`src/rtl/gpio_pkg.sv`:
```
package gpio_pkg;

    typedef enum logic [1:0] {
        MODE_IN  = 2'b00,
        MODE_OUT = 2'b01,
        MODE_ALT = 2'b10,
        MODE_ANA = 2'b11
    } pin_mode_e;

    typedef enum logic [1:0] {
        PULL_NONE = 2'b00,
        PULL_UP   = 2'b01,
        PULL_DOWN = 2'b10,
        PULL_RSVD = 2'b11
    } pull_sel_e;

    localparam int REG_ADDR_W = 3;

    localparam logic [REG_ADDR_W-1:0] W_MODE   = 3'd0;
    localparam logic [REG_ADDR_W-1:0] W_TYPE   = 3'd1;
    localparam logic [REG_ADDR_W-1:0] W_PULL   = 3'd2;
    localparam logic [REG_ADDR_W-1:0] W_ODATA  = 3'd3;
    localparam logic [REG_ADDR_W-1:0] W_IDATA  = 3'd4;
    localparam logic [REG_ADDR_W-1:0] W_ALT_LO = 3'd5;
    localparam logic [REG_ADDR_W-1:0] W_ALT_HI = 3'd6;

endpackage

```
`src/rtl/gpio_cfg_regs.sv`:
```
module gpio_cfg_regs
    import gpio_pkg::*;
#(
    parameter int NPINS  = 16,
    parameter int SEL_W  = 4,
    parameter int DATA_W = 32
) (
    input  logic                    clk,
    input  logic                    rst_n,
    input  logic                    we_i,
    input  logic [REG_ADDR_W-1:0]   addr_i,
    input  logic [DATA_W-1:0]       wdata_i,
    output logic [2*NPINS-1:0]      mode_o,
    output logic [NPINS-1:0]        otype_o,
    output logic [2*NPINS-1:0]      pull_o,
    output logic [NPINS-1:0]        odr_o,
    output logic [SEL_W*NPINS-1:0]  alt_o
);

    localparam int PER_WORD = DATA_W / SEL_W;
    localparam int ALT_BITS = SEL_W * NPINS;

    typedef struct packed {
        logic [2*NPINS-1:0]  mode;
        logic [NPINS-1:0]    otype;
        logic [2*NPINS-1:0]  pull;
        logic [NPINS-1:0]    odr;
        logic [ALT_BITS-1:0] alt;
    } cfg_t;

    cfg_t cfg_d, cfg_q;

    always_comb begin
        cfg_d = cfg_q;
        if (we_i) begin
            case (addr_i)
                W_MODE:  cfg_d.mode  = wdata_i[2*NPINS-1:0];
                W_TYPE:  cfg_d.otype = wdata_i[NPINS-1:0];
                W_PULL:  cfg_d.pull  = wdata_i[2*NPINS-1:0];
                W_ODATA: cfg_d.odr   = wdata_i[NPINS-1:0];
                default: ;
            endcase
            for (int i = 0; i < NPINS; i++) begin
                if (addr_i == ((i < PER_WORD) ? W_ALT_LO : W_ALT_HI)) begin
                    cfg_d.alt[i*SEL_W +: SEL_W] = wdata_i[(i % PER_WORD)*SEL_W +: SEL_W];
                end
            end
        end
    end

    always_ff @(posedge clk or negedge rst_n) begin
        if (!rst_n) begin
            cfg_q <= '0;
        end else begin
            cfg_q <= cfg_d;
        end
    end

    assign mode_o  = cfg_q.mode;
    assign otype_o = cfg_q.otype;
    assign pull_o  = cfg_q.pull;
    assign odr_o   = cfg_q.odr;
    assign alt_o   = cfg_q.alt;

endmodule

```
`src/rtl/gpio_in_sync.sv`:
```
module gpio_in_sync #(
    parameter int NPINS = 16
) (
    input  logic             clk,
    input  logic             rst_n,
    input  logic [NPINS-1:0] pin_i,
    output logic [NPINS-1:0] idr_o
);

    typedef struct packed {
        logic [NPINS-1:0] meta;
        logic [NPINS-1:0] safe;
        logic [NPINS-1:0] idr;
    } sync_t;

    sync_t sy_d, sy_q;

    always_comb begin
        sy_d      = sy_q;
        sy_d.meta = pin_i;
        sy_d.safe = sy_q.meta;
        sy_d.idr  = sy_q.safe;
    end

    always_ff @(posedge clk or negedge rst_n) begin
        if (!rst_n) begin
            sy_q <= '0;
        end else begin
            sy_q <= sy_d;
        end
    end

    assign idr_o = sy_q.idr;

endmodule

```
`src/rtl/gpio_pin_drive.sv`:
```
module gpio_pin_drive
    import gpio_pkg::*;
#(
    parameter int NPINS = 16,
    parameter int SEL_W = 4
) (
    input  logic [2*NPINS-1:0]      mode_i,
    input  logic [NPINS-1:0]        otype_i,
    input  logic [2*NPINS-1:0]      pull_i,
    input  logic [NPINS-1:0]        odr_i,
    input  logic [SEL_W*NPINS-1:0]  alt_i,
    input  logic [(1<<SEL_W)-1:0]   af_en_i,
    input  logic [(1<<SEL_W)-1:0]   af_data_i,
    output logic [NPINS-1:0]        oe_o,
    output logic [NPINS-1:0]        out_o,
    output logic [NPINS-1:0]        pu_o,
    output logic [NPINS-1:0]        pd_o
);

    for (genvar p = 0; p < NPINS; p++) begin : g_pin
        pin_mode_e        mode_l;
        pull_sel_e        pull_l;
        logic [SEL_W-1:0] sel_l;
        logic             en_l, dat_l, oe_l, out_l;

        assign mode_l = pin_mode_e'(mode_i[2*p +: 2]);
        assign pull_l = pull_sel_e'(pull_i[2*p +: 2]);
        assign sel_l  = alt_i[p*SEL_W +: SEL_W];

        always_comb begin
            en_l  = 1'b0;
            dat_l = 1'b0;
            case (mode_l)
                MODE_OUT: begin
                    en_l  = 1'b1;
                    dat_l = odr_i[p];
                end
                MODE_ALT: begin
                    en_l  = af_en_i[sel_l];
                    dat_l = af_data_i[sel_l];
                end
                default: ;
            endcase
            if (otype_i[p]) begin
                oe_l  = en_l & ~dat_l;
                out_l = 1'b0;
            end else begin
                oe_l  = en_l;
                out_l = en_l & dat_l;
            end
        end

        assign oe_o[p]  = oe_l;
        assign out_o[p] = out_l;
        assign pu_o[p]  = (mode_l != MODE_ANA) && (pull_l == PULL_UP);
        assign pd_o[p]  = (mode_l != MODE_ANA) && (pull_l == PULL_DOWN);
    end

endmodule

```
`src/rtl/gpio_port.sv`:
```
module gpio_port
    import gpio_pkg::*;
#(
    parameter int NPINS  = 16,
    parameter int SEL_W  = 4,
    parameter int DATA_W = 32
) (
    input  logic                  clk,
    input  logic                  rst_n,
    input  logic                  reg_we,
    input  logic [REG_ADDR_W-1:0] reg_addr,
    input  logic [DATA_W-1:0]     reg_wdata,
    output logic [DATA_W-1:0]     reg_rdata,
    input  logic [NPINS-1:0]      pin_in,
    input  logic [(1<<SEL_W)-1:0] af_tx_en,
    input  logic [(1<<SEL_W)-1:0] af_tx_data,
    output logic [NPINS-1:0]      pad_oe,
    output logic [NPINS-1:0]      pad_out,
    output logic [NPINS-1:0]      pad_pu,
    output logic [NPINS-1:0]      pad_pd
);

    localparam int ALT_BITS = SEL_W * NPINS;

    logic [2*NPINS-1:0]  cfg_mode;
    logic [NPINS-1:0]    cfg_otype;
    logic [2*NPINS-1:0]  cfg_pull;
    logic [NPINS-1:0]    cfg_odr;
    logic [ALT_BITS-1:0] cfg_alt;
    logic [NPINS-1:0]    in_reg;
    logic [NPINS-1:0]    ana_mask;

    gpio_cfg_regs #(.NPINS(NPINS), .SEL_W(SEL_W), .DATA_W(DATA_W)) u_regs (
        .clk     (clk),
        .rst_n   (rst_n),
        .we_i    (reg_we),
        .addr_i  (reg_addr),
        .wdata_i (reg_wdata),
        .mode_o  (cfg_mode),
        .otype_o (cfg_otype),
        .pull_o  (cfg_pull),
        .odr_o   (cfg_odr),
        .alt_o   (cfg_alt)
    );

    gpio_in_sync #(.NPINS(NPINS)) u_sync (
        .clk   (clk),
        .rst_n (rst_n),
        .pin_i (pin_in),
        .idr_o (in_reg)
    );

    gpio_pin_drive #(.NPINS(NPINS), .SEL_W(SEL_W)) u_drive (
        .mode_i    (cfg_mode),
        .otype_i   (cfg_otype),
        .pull_i    (cfg_pull),
        .odr_i     (cfg_odr),
        .alt_i     (cfg_alt),
        .af_en_i   (af_tx_en),
        .af_data_i (af_tx_data),
        .oe_o      (pad_oe),
        .out_o     (pad_out),
        .pu_o      (pad_pu),
        .pd_o      (pad_pd)
    );

    always_comb begin
        for (int i = 0; i < NPINS; i++) begin
            ana_mask[i] = (cfg_mode[2*i +: 2] == MODE_ANA);
        end
    end

    always_comb begin
        case (reg_addr)
            W_MODE:   reg_rdata = DATA_W'(cfg_mode);
            W_TYPE:   reg_rdata = DATA_W'(cfg_otype);
            W_PULL:   reg_rdata = DATA_W'(cfg_pull);
            W_ODATA:  reg_rdata = DATA_W'(cfg_odr);
            W_IDATA:  reg_rdata = DATA_W'(in_reg & ~ana_mask);
            W_ALT_LO: reg_rdata = cfg_alt[DATA_W-1:0];
            W_ALT_HI: reg_rdata = cfg_alt[ALT_BITS-1 -: DATA_W];
            default:  reg_rdata = '0;
        endcase
    end

endmodule

```
`config.mk`:
```
export PLATFORM = sky130hd
export DESIGN_NAME = gpio_port
export DESIGN_NICKNAME = d
export VERILOG_FILES = /design/src/rtl/gpio_pkg.sv /design/src/rtl/gpio_cfg_regs.sv /design/src/rtl/gpio_in_sync.sv /design/src/rtl/gpio_pin_drive.sv /design/src/rtl/gpio_port.sv
export SDC_FILE = /design/constraint.sdc
export NUM_CORES = 1
export LEC_CHECK = 0
export BUFFER_PORTS_ARGS = -buffer_cell sky130_fd_sc_hd__buf_2
export CAP_MARGIN = 10
export CORE_MARGIN = 4
export CORE_UTILIZATION = 45
export CTS_CLUSTER_DIAMETER = 120
export DETAILED_ROUTE_END_ITERATION = 12
export SLEW_MARGIN = 10
export SYNTH_ARGS = -nofsm -noshare
export SYNTH_HDL_FRONTEND = slang
export SYNTH_HIERARCHICAL = 1
export SYNTH_SLANG_ARGS = --single-unit
```
`constraint.sdc`:
```
create_clock -name clk -period 3.03 [get_ports clk]
set_input_delay 0.606 -clock clk [delete_from_list [all_inputs] [get_ports clk]]
set_output_delay 0.606 -clock clk [all_outputs]
set_load 0.005 [all_outputs]
```
# Word level (Yosys, flattened, before mapping)
# Index checks and enable logic that the tools add are counted.
word_totals:
  register_bits: 208
  latchBits: 0
  ramBits: 0
  romBits: 0
  output_inout_bits: 96
  wordCells: 345
  memories: 0
op_classes:
  n_addsub: 0
  multipliers: 0
  n_div: 0
  n_lt_le_gt_ge: 16
  eq_ne: 102
  shift: 0
  mux: 129
  bitwise_logic: 50
  n_reduce_logical: 39
ops:
  columns: ["cell", "n"]
  rows:
  - ["$pmux 32 s7", 1]
  - ["$bmux 1 s4", 32]
  - ["$eq 2x2->1 const B", 48]
  - ["$lt 4x5->1 const B", 16]
  - ["$eq 2x1->1 const B", 32]
  - ["$mux 1", 64]
  - ["$pmux 1 s2", 32]
  - ["$and 1x1->1", 32]
  - ["$and 16x32->32", 1]
  - ["$logic_and 1x1->1", 32]
  - ["$ne 2x2->1 const B", 16]
  - ["$not 16->32", 1]
  - ["$not 1->1", 16]
  - ["$reduce_and 2->1", 6]
  - ["$eq 3x3->1 const B", 3]
  - ["$eq 3x2->1 const B", 2]
  - ["$eq 3x1->1 const B", 1]
  - ["$logic_not 3->1", 1]

# Longest topological paths before layout
logic_depth:
  ltp_word: 6
  mapped_depth: 8

# Modules after synthesis
# The synthesis kept the hierarchy.
modules_own_cells:
  columns: ["mod", "n_inst", "cells_per_inst", "area_each_um2", "seq_area_each_um2"]
  rows:
  - ["gpio_pin_drive", 1, 815, 6771.5, 0.0]
  - ["gpio_cfg_regs", 1, 345, 6020.8, 4003.8]
  - ["gpio_port", 1, 196, 1471.4, 0.0]
  - ["gpio_in_sync", 1, 48, 1201.2, 1201.2]

# Worst setup path after synthesis
# No wires, ideal clock.
synth_path:
  path_kind: "input-to-output"
  from: "input af_tx_en[13]"
  to: "output pad_oe[1]"
  arrival_time_ns: 1.976
  setup_slack_ns: 0.448
  cell_stages: 6
  n_path_buf: 1
  path_cell_list: "mux4_1 -> mux2_2 -> and4_4 -> a221oi_2 -> o21ba_1 -> buf_4"
synth_via:
  elab_chain_len: 5
synth_lines:
  columns: ["item", "line", "source"]
  rows:
  - ["from (decl)", "gpio_port.sv:15", "input logic [(1<<SEL_W)-1:0] af_tx_en,"]
  - ["$bmux 1 s4 *", "gpio_pin_drive.sv:39", "en_l = af_en_i[sel_l];"]
  - ["$mux 1 (not written as such) *", "gpio_pin_drive.sv:39", null]
  - ["$pmux 1 s2 *", "gpio_pin_drive.sv:33", "case (mode_l)"]
  - ["$and 1x1->1", "gpio_pin_drive.sv:45", "oe_l = en_l & ~dat_l;"]
  - ["$mux 1 *", "gpio_pin_drive.sv:44", "if (otype_i[p]) begin"]
  - ["to (decl)", "gpio_port.sv:17", "output logic [NPINS-1:0] pad_oe,"]
# Mark *: on every way between the ends. The rest lies on a longest branch, timed or not. The select of a mux whose other input is x is not followed.

# Final worst setup path
layout_path:
  from: "register u_regs.cfg_q (netlist bit u_regs/alt_o[28])"
  to: "output pad_oe[7]"
layout_via:
  elab_chain_len: 6
  word_cells_on_any_way: 9
  classes_between: "7 x mux; 2 x bitwise"
layout_lines:
  columns: ["item", "line", "source"]
  rows:
  - ["from (decl)", "gpio_cfg_regs.sv:31", "cfg_t cfg_d, cfg_q;"]
  - ["from (signal assigned)", "gpio_cfg_regs.sv:55", "cfg_q <= cfg_d;"]
  - ["$bmux 1 s4", "gpio_pin_drive.sv:40", "dat_l = af_data_i[sel_l];"]
  - ["$mux 1 (not written as such)", "gpio_pin_drive.sv:40", null]
  - ["$pmux 1 s2", "gpio_pin_drive.sv:33", null]
  - ["$not 1->1", "gpio_pin_drive.sv:45", null]
  - ["$and 1x1->1", "gpio_pin_drive.sv:45", null]
  - ["$mux 1 *", "gpio_pin_drive.sv:44", null]
# Marks and branches as above.

==> impl_metrics.env <==
export IMPL_simple_gate_share_of_the_synthesized_area_pct=12.2
export IMPL_crit_required_ns=2.42
export IMPL_seq_area_frac_synth_pct=33.7
export IMPL_global_route_wire_length_before_repair_um=84200
export IMPL_number_of_antenna_violations_at_the_first_check_in_global_routing=3
export IMPL_syn_instance_count=1404
export IMPL_first_global_vias=12800
export IMPL_timing_hold_violations_final=0
export IMPL_critical_path_arrival_ns=2.49
export IMPL_cpMaxStageDelayCell="sky130_fd_sc_hd__dfrtp_2"
export IMPL_die_width_um=193
export IMPL_globalRoute_totalOverflow=0
export IMPL_wl_per_cell_um=28.0
export IMPL_routed_wl_um=57800
export IMPL_postSynthNetCount=1538
export IMPL_global_route_usage_total_pct=29.0
export IMPL_cts_max_level=1
export IMPL_min_period_over_period_pct=102
export IMPL_drive_above_1_share_pct=45.2
export IMPL_finClkSkew_ns=0.00315
export IMPL_total_power_uw=12500
export IMPL_initial_cell_density_of_the_core_pct=45.9
export IMPL_fin_tns_setup_ns=-0.180
export IMPL_port_buffers=181
export IMPL_core_region_area_mm2=0.0337
export IMPL_hp_class="primary input to asynchronous set/reset pin"
export IMPL_area_of_the_die_mm2=0.0374
export IMPL_leakage_component_of_the_power_uw=0.00817
export IMPL_layout_commonest_cell="sky130_fd_sc_hd__mux2_2"
export IMPL_die_y_um=193
export IMPL_critical_path_class="flop to primary output"
export IMPL_hpwl_um=42200
export IMPL_floorplan_io_pins=182
export IMPL_timing_hold_ws_ns=0.0472
export IMPL_final_period_minus_worst_setup_slack_ns=3.09
export IMPL_crit_top_cell="sky130_fd_sc_hd__buf_4"
export IMPL_synth_top_family_by_area="multiplexers"
export IMPL_cts_reportedPaths_clkPinSlew_ns=0.06
export IMPL_synth_warnings=6
export IMPL_vias=13200
export IMPL_synth_adder_area_share_pct=3.88
export IMPL_n_fill_cell=2929
export IMPL_r2r_cells=3
export IMPL_sequential_cell_area_mm2=0.00526
export IMPL_fmax_mhz=323
export IMPL_numClockSinks=208
export IMPL_synth_edf_count=0
export IMPL_remaining_antenna_violation_count_after_routing=0
export IMPL_report_final_slew_viol_count=0
export IMPL_grt_start_max_net_pins=74
export IMPL_total_cts_buffers=24
export IMPL_rsz0062_at_grt="true"
export IMPL_syn2layout_area_growth_pct=21.0
export IMPL_ys_ff_latch=208
export IMPL_muxShareOfSynthArea_pct=32.5
export IMPL_crit_chain="buf_4 -> buf_4 -> a2111oi_2 -> a311oi_2 -> a221oi_2 -> o21ba_4 -> buf_6"
export IMPL_async_reset_ff_share_pct=100
export IMPL_post_cts_hold_buffer_count=0
export IMPL_route_detailed_vias_per_inst=6.38
export IMPL_post_synth_top_area_cell="sky130_fd_sc_hd__dfrtp_1"
export IMPL_synthDominantCellAreaShare_pct=33.7
export IMPL_power_per_cell_area_mw_per_mm2=667
export IMPL_ir_worst_vdd_mv=0.410
export IMPL_timing_slew_headroom_pct=50.2
export IMPL_run_status="complete, but fails checks"
export IMPL_start_kind="flop"
export IMPL_setup_slack_ns=-0.0633
export IMPL_worst_setup_path_end_kind="primary output"
export IMPL_routability_congestion_estimate=0.973
export IMPL_timing_critical_path_slowest_cell_delay_ns=0.46
export IMPL_clockRootBuffer="sky130_fd_sc_hd__clkbuf_16"
export IMPL_drc=0
export IMPL_cell_area_after_synthesis_mm2=0.0155
export IMPL_tritoncts="yes"
export IMPL_drv_max_cap_violation_count=0
export IMPL_synth_main_ff_cell="sky130_fd_sc_hd__dfrtp_1"
export IMPL_total_area_of_multi_input_combinational_cells_mm2=0.00959
export IMPL_max_slew_worst_pin_slew_ns=0.744
export IMPL_detailedPlace_worstSlack_ns=0.00770
export IMPL_synth_xor_area_share_pct=0
export IMPL_max_clock_path_buffers=3
export IMPL_syn_avg_cell_area_um2=11.0
export IMPL_final_net_count=1729
export IMPL_critPathMaxFanout=8
export IMPL_clkLatencyLatePin_ns=0.51
export IMPL_most_common_layout_cells="184 x sky130_fd_sc_hd__mux2_2, 179 x sky130_fd_sc_hd__buf_2, 167 x sky130_fd_sc_hd__dfrtp_1"
export IMPL_post_synth_num_cell_types=64
export IMPL_synth_compound_gate_area_share_pct=10.4
export IMPL_first_pass_iters=5
export IMPL_report_final_setup_viol=5
export IMPL_row_count=67
export IMPL_violations="setup timing"
export IMPL_post_synth_main_area_contributors="sky130_fd_sc_hd__dfrtp_1 34%, sky130_fd_sc_hd__mux2_2 13%, sky130_fd_sc_hd__mux2i_1 10%, sky130_fd_sc_hd__mux4_2 7.3%, sky130_fd_sc_hd__ha_1 3.9%"
export IMPL_initialDrtViolationCount=1226
[layout make-up]
class	instances	share of cell area, %
diodes	3	0.0401
flip-flops and latches	208	28.1
repair buffers	330	11.5
multi-input cells	965	51.2
inverters	66	1.32
clock buffers	28	3.45
well taps	448	3.00
clock inverters	16	1.39
[layer usage]
layer / track usage (%) / wire length, µm / share of wire [%] / vias to the layer above
li1: - / - / - / 5658
met1: 41.7 / 24700 / 43 / 6671
met2: 44.6 / 26000 / 45 / 701
met3: 5.51 / 5180 / 9.0 / 132
met4: 8.76 / 1930 / 3.3 / 0
met5: 0 / 0 / 0 / -
[per-stage QoR]
step,utilization [%],std cells,instance area [µm²]
after floorplan,-,1404,15500
final,55.5,2064,18700
after global routing,55.5,2064,18700
after detailed placement,50.6,1983,17000
after CTS,54.2,2039,18300
after global placement,50.6,1983,17000
[kinds of logic after synthesis]
family | after synthesis
AO/OA/AOI/OAI | 204
adder cells (fa/ha/maj) | 48
buffers and inverters | 231
flip-flops | 208
multiplexers | 406
AND/OR/NAND/NOR | 307
[flip-flops by register name (all words and copies together), names as in the netlist]
register	count
u_regs/odr_o	16
u_regs/mode_o	32
u_sync/sy_d	32
u_regs/otype_o	16
u_regs/pull_o	32
u_sync/idr_o	16
u_regs/alt_o	64
[synthesized netlist by cell type (15+ instances only)]
library cell / count
sky130_fd_sc_hd__mux2_2: 184
sky130_fd_sc_hd__nor2_1: 20
sky130_fd_sc_hd__nand3b_1: 24
sky130_fd_sc_hd__mux2i_1: 159
sky130_fd_sc_hd__buf_4: 38
sky130_fd_sc_hd__nand2_1: 51
sky130_fd_sc_hd__mux4_2: 50
sky130_fd_sc_hd__nor2b_1: 43
sky130_fd_sc_hd__ha_1: 48
sky130_fd_sc_hd__o22ai_1: 16
sky130_fd_sc_hd__a22oi_1: 35
sky130_fd_sc_hd__a311oi_1: 24
sky130_fd_sc_hd__a21oi_1: 24
sky130_fd_sc_hd__nand3_1: 42
sky130_fd_sc_hd__dfrtp_1: 208
sky130_fd_sc_hd__buf_2: 43
sky130_fd_sc_hd__a221oi_1: 18
sky130_fd_sc_hd__o211a_1: 15
sky130_fd_sc_hd__clkbuf_1: 63
sky130_fd_sc_hd__nor3b_1: 56
sky130_fd_sc_hd__a2111oi_0: 15
sky130_fd_sc_hd__inv_1: 65
[path summary, 6_finish.rpt]
check	start	to	slack [ns]
setup / recovery	u_regs/alt_o[28]$_DFFE_PN0P_	pad_oe[7]	-0.06
hold / removal	rst_n	u_sync/idr_o[1]$_DFF_PN0_	0.05
setup reg to reg	u_regs/alt_o[20]$_DFFE_PN0P_	u_regs/alt_o[20]$_DFFE_PN0P_	1.83
hold reg to reg	u_sync/sy_d[3]$_DFF_PN0_	u_sync/idr_o[3]$_DFF_PN0_	0.35
max in group asynchronous	rst_n	u_regs/alt_o[35]$_DFFE_PN0P_	2.21
min in group clk	pin_in[7]	u_sync/sy_d[23]$_DFF_PN0_	0.17
[critical path: cells and delay by family, from the launching register on]
family          cells  cell delay [ns]
flops               1             0.46
compound gates      4             1.05
buf+inv             3             0.43
[repair_timing]
| item | 4_1_cts | 5_1_grt |
|---|---|---|
| resized for setup | 69 | 66 |
| setup endpoints to repair | 32 | 30 |
| setup buffers | 12 | 24 |
| pin swaps | 9 | 13 |
| hold endpoints to repair | 0 | 0 |
[where the power goes]
part / leakage, µW / switching, µW / internal (µW) / total [µW]
combinational: 0.00530 / 2220 / 2510 / 4730
clock: 0.000435 / 1230 / 2050 / 3280
sequential: 0.00243 / 1170 / 3300 / 4470
total: 0.00817 / 4620 / 7860 / 12500
(Power assumes the default switching activity.)
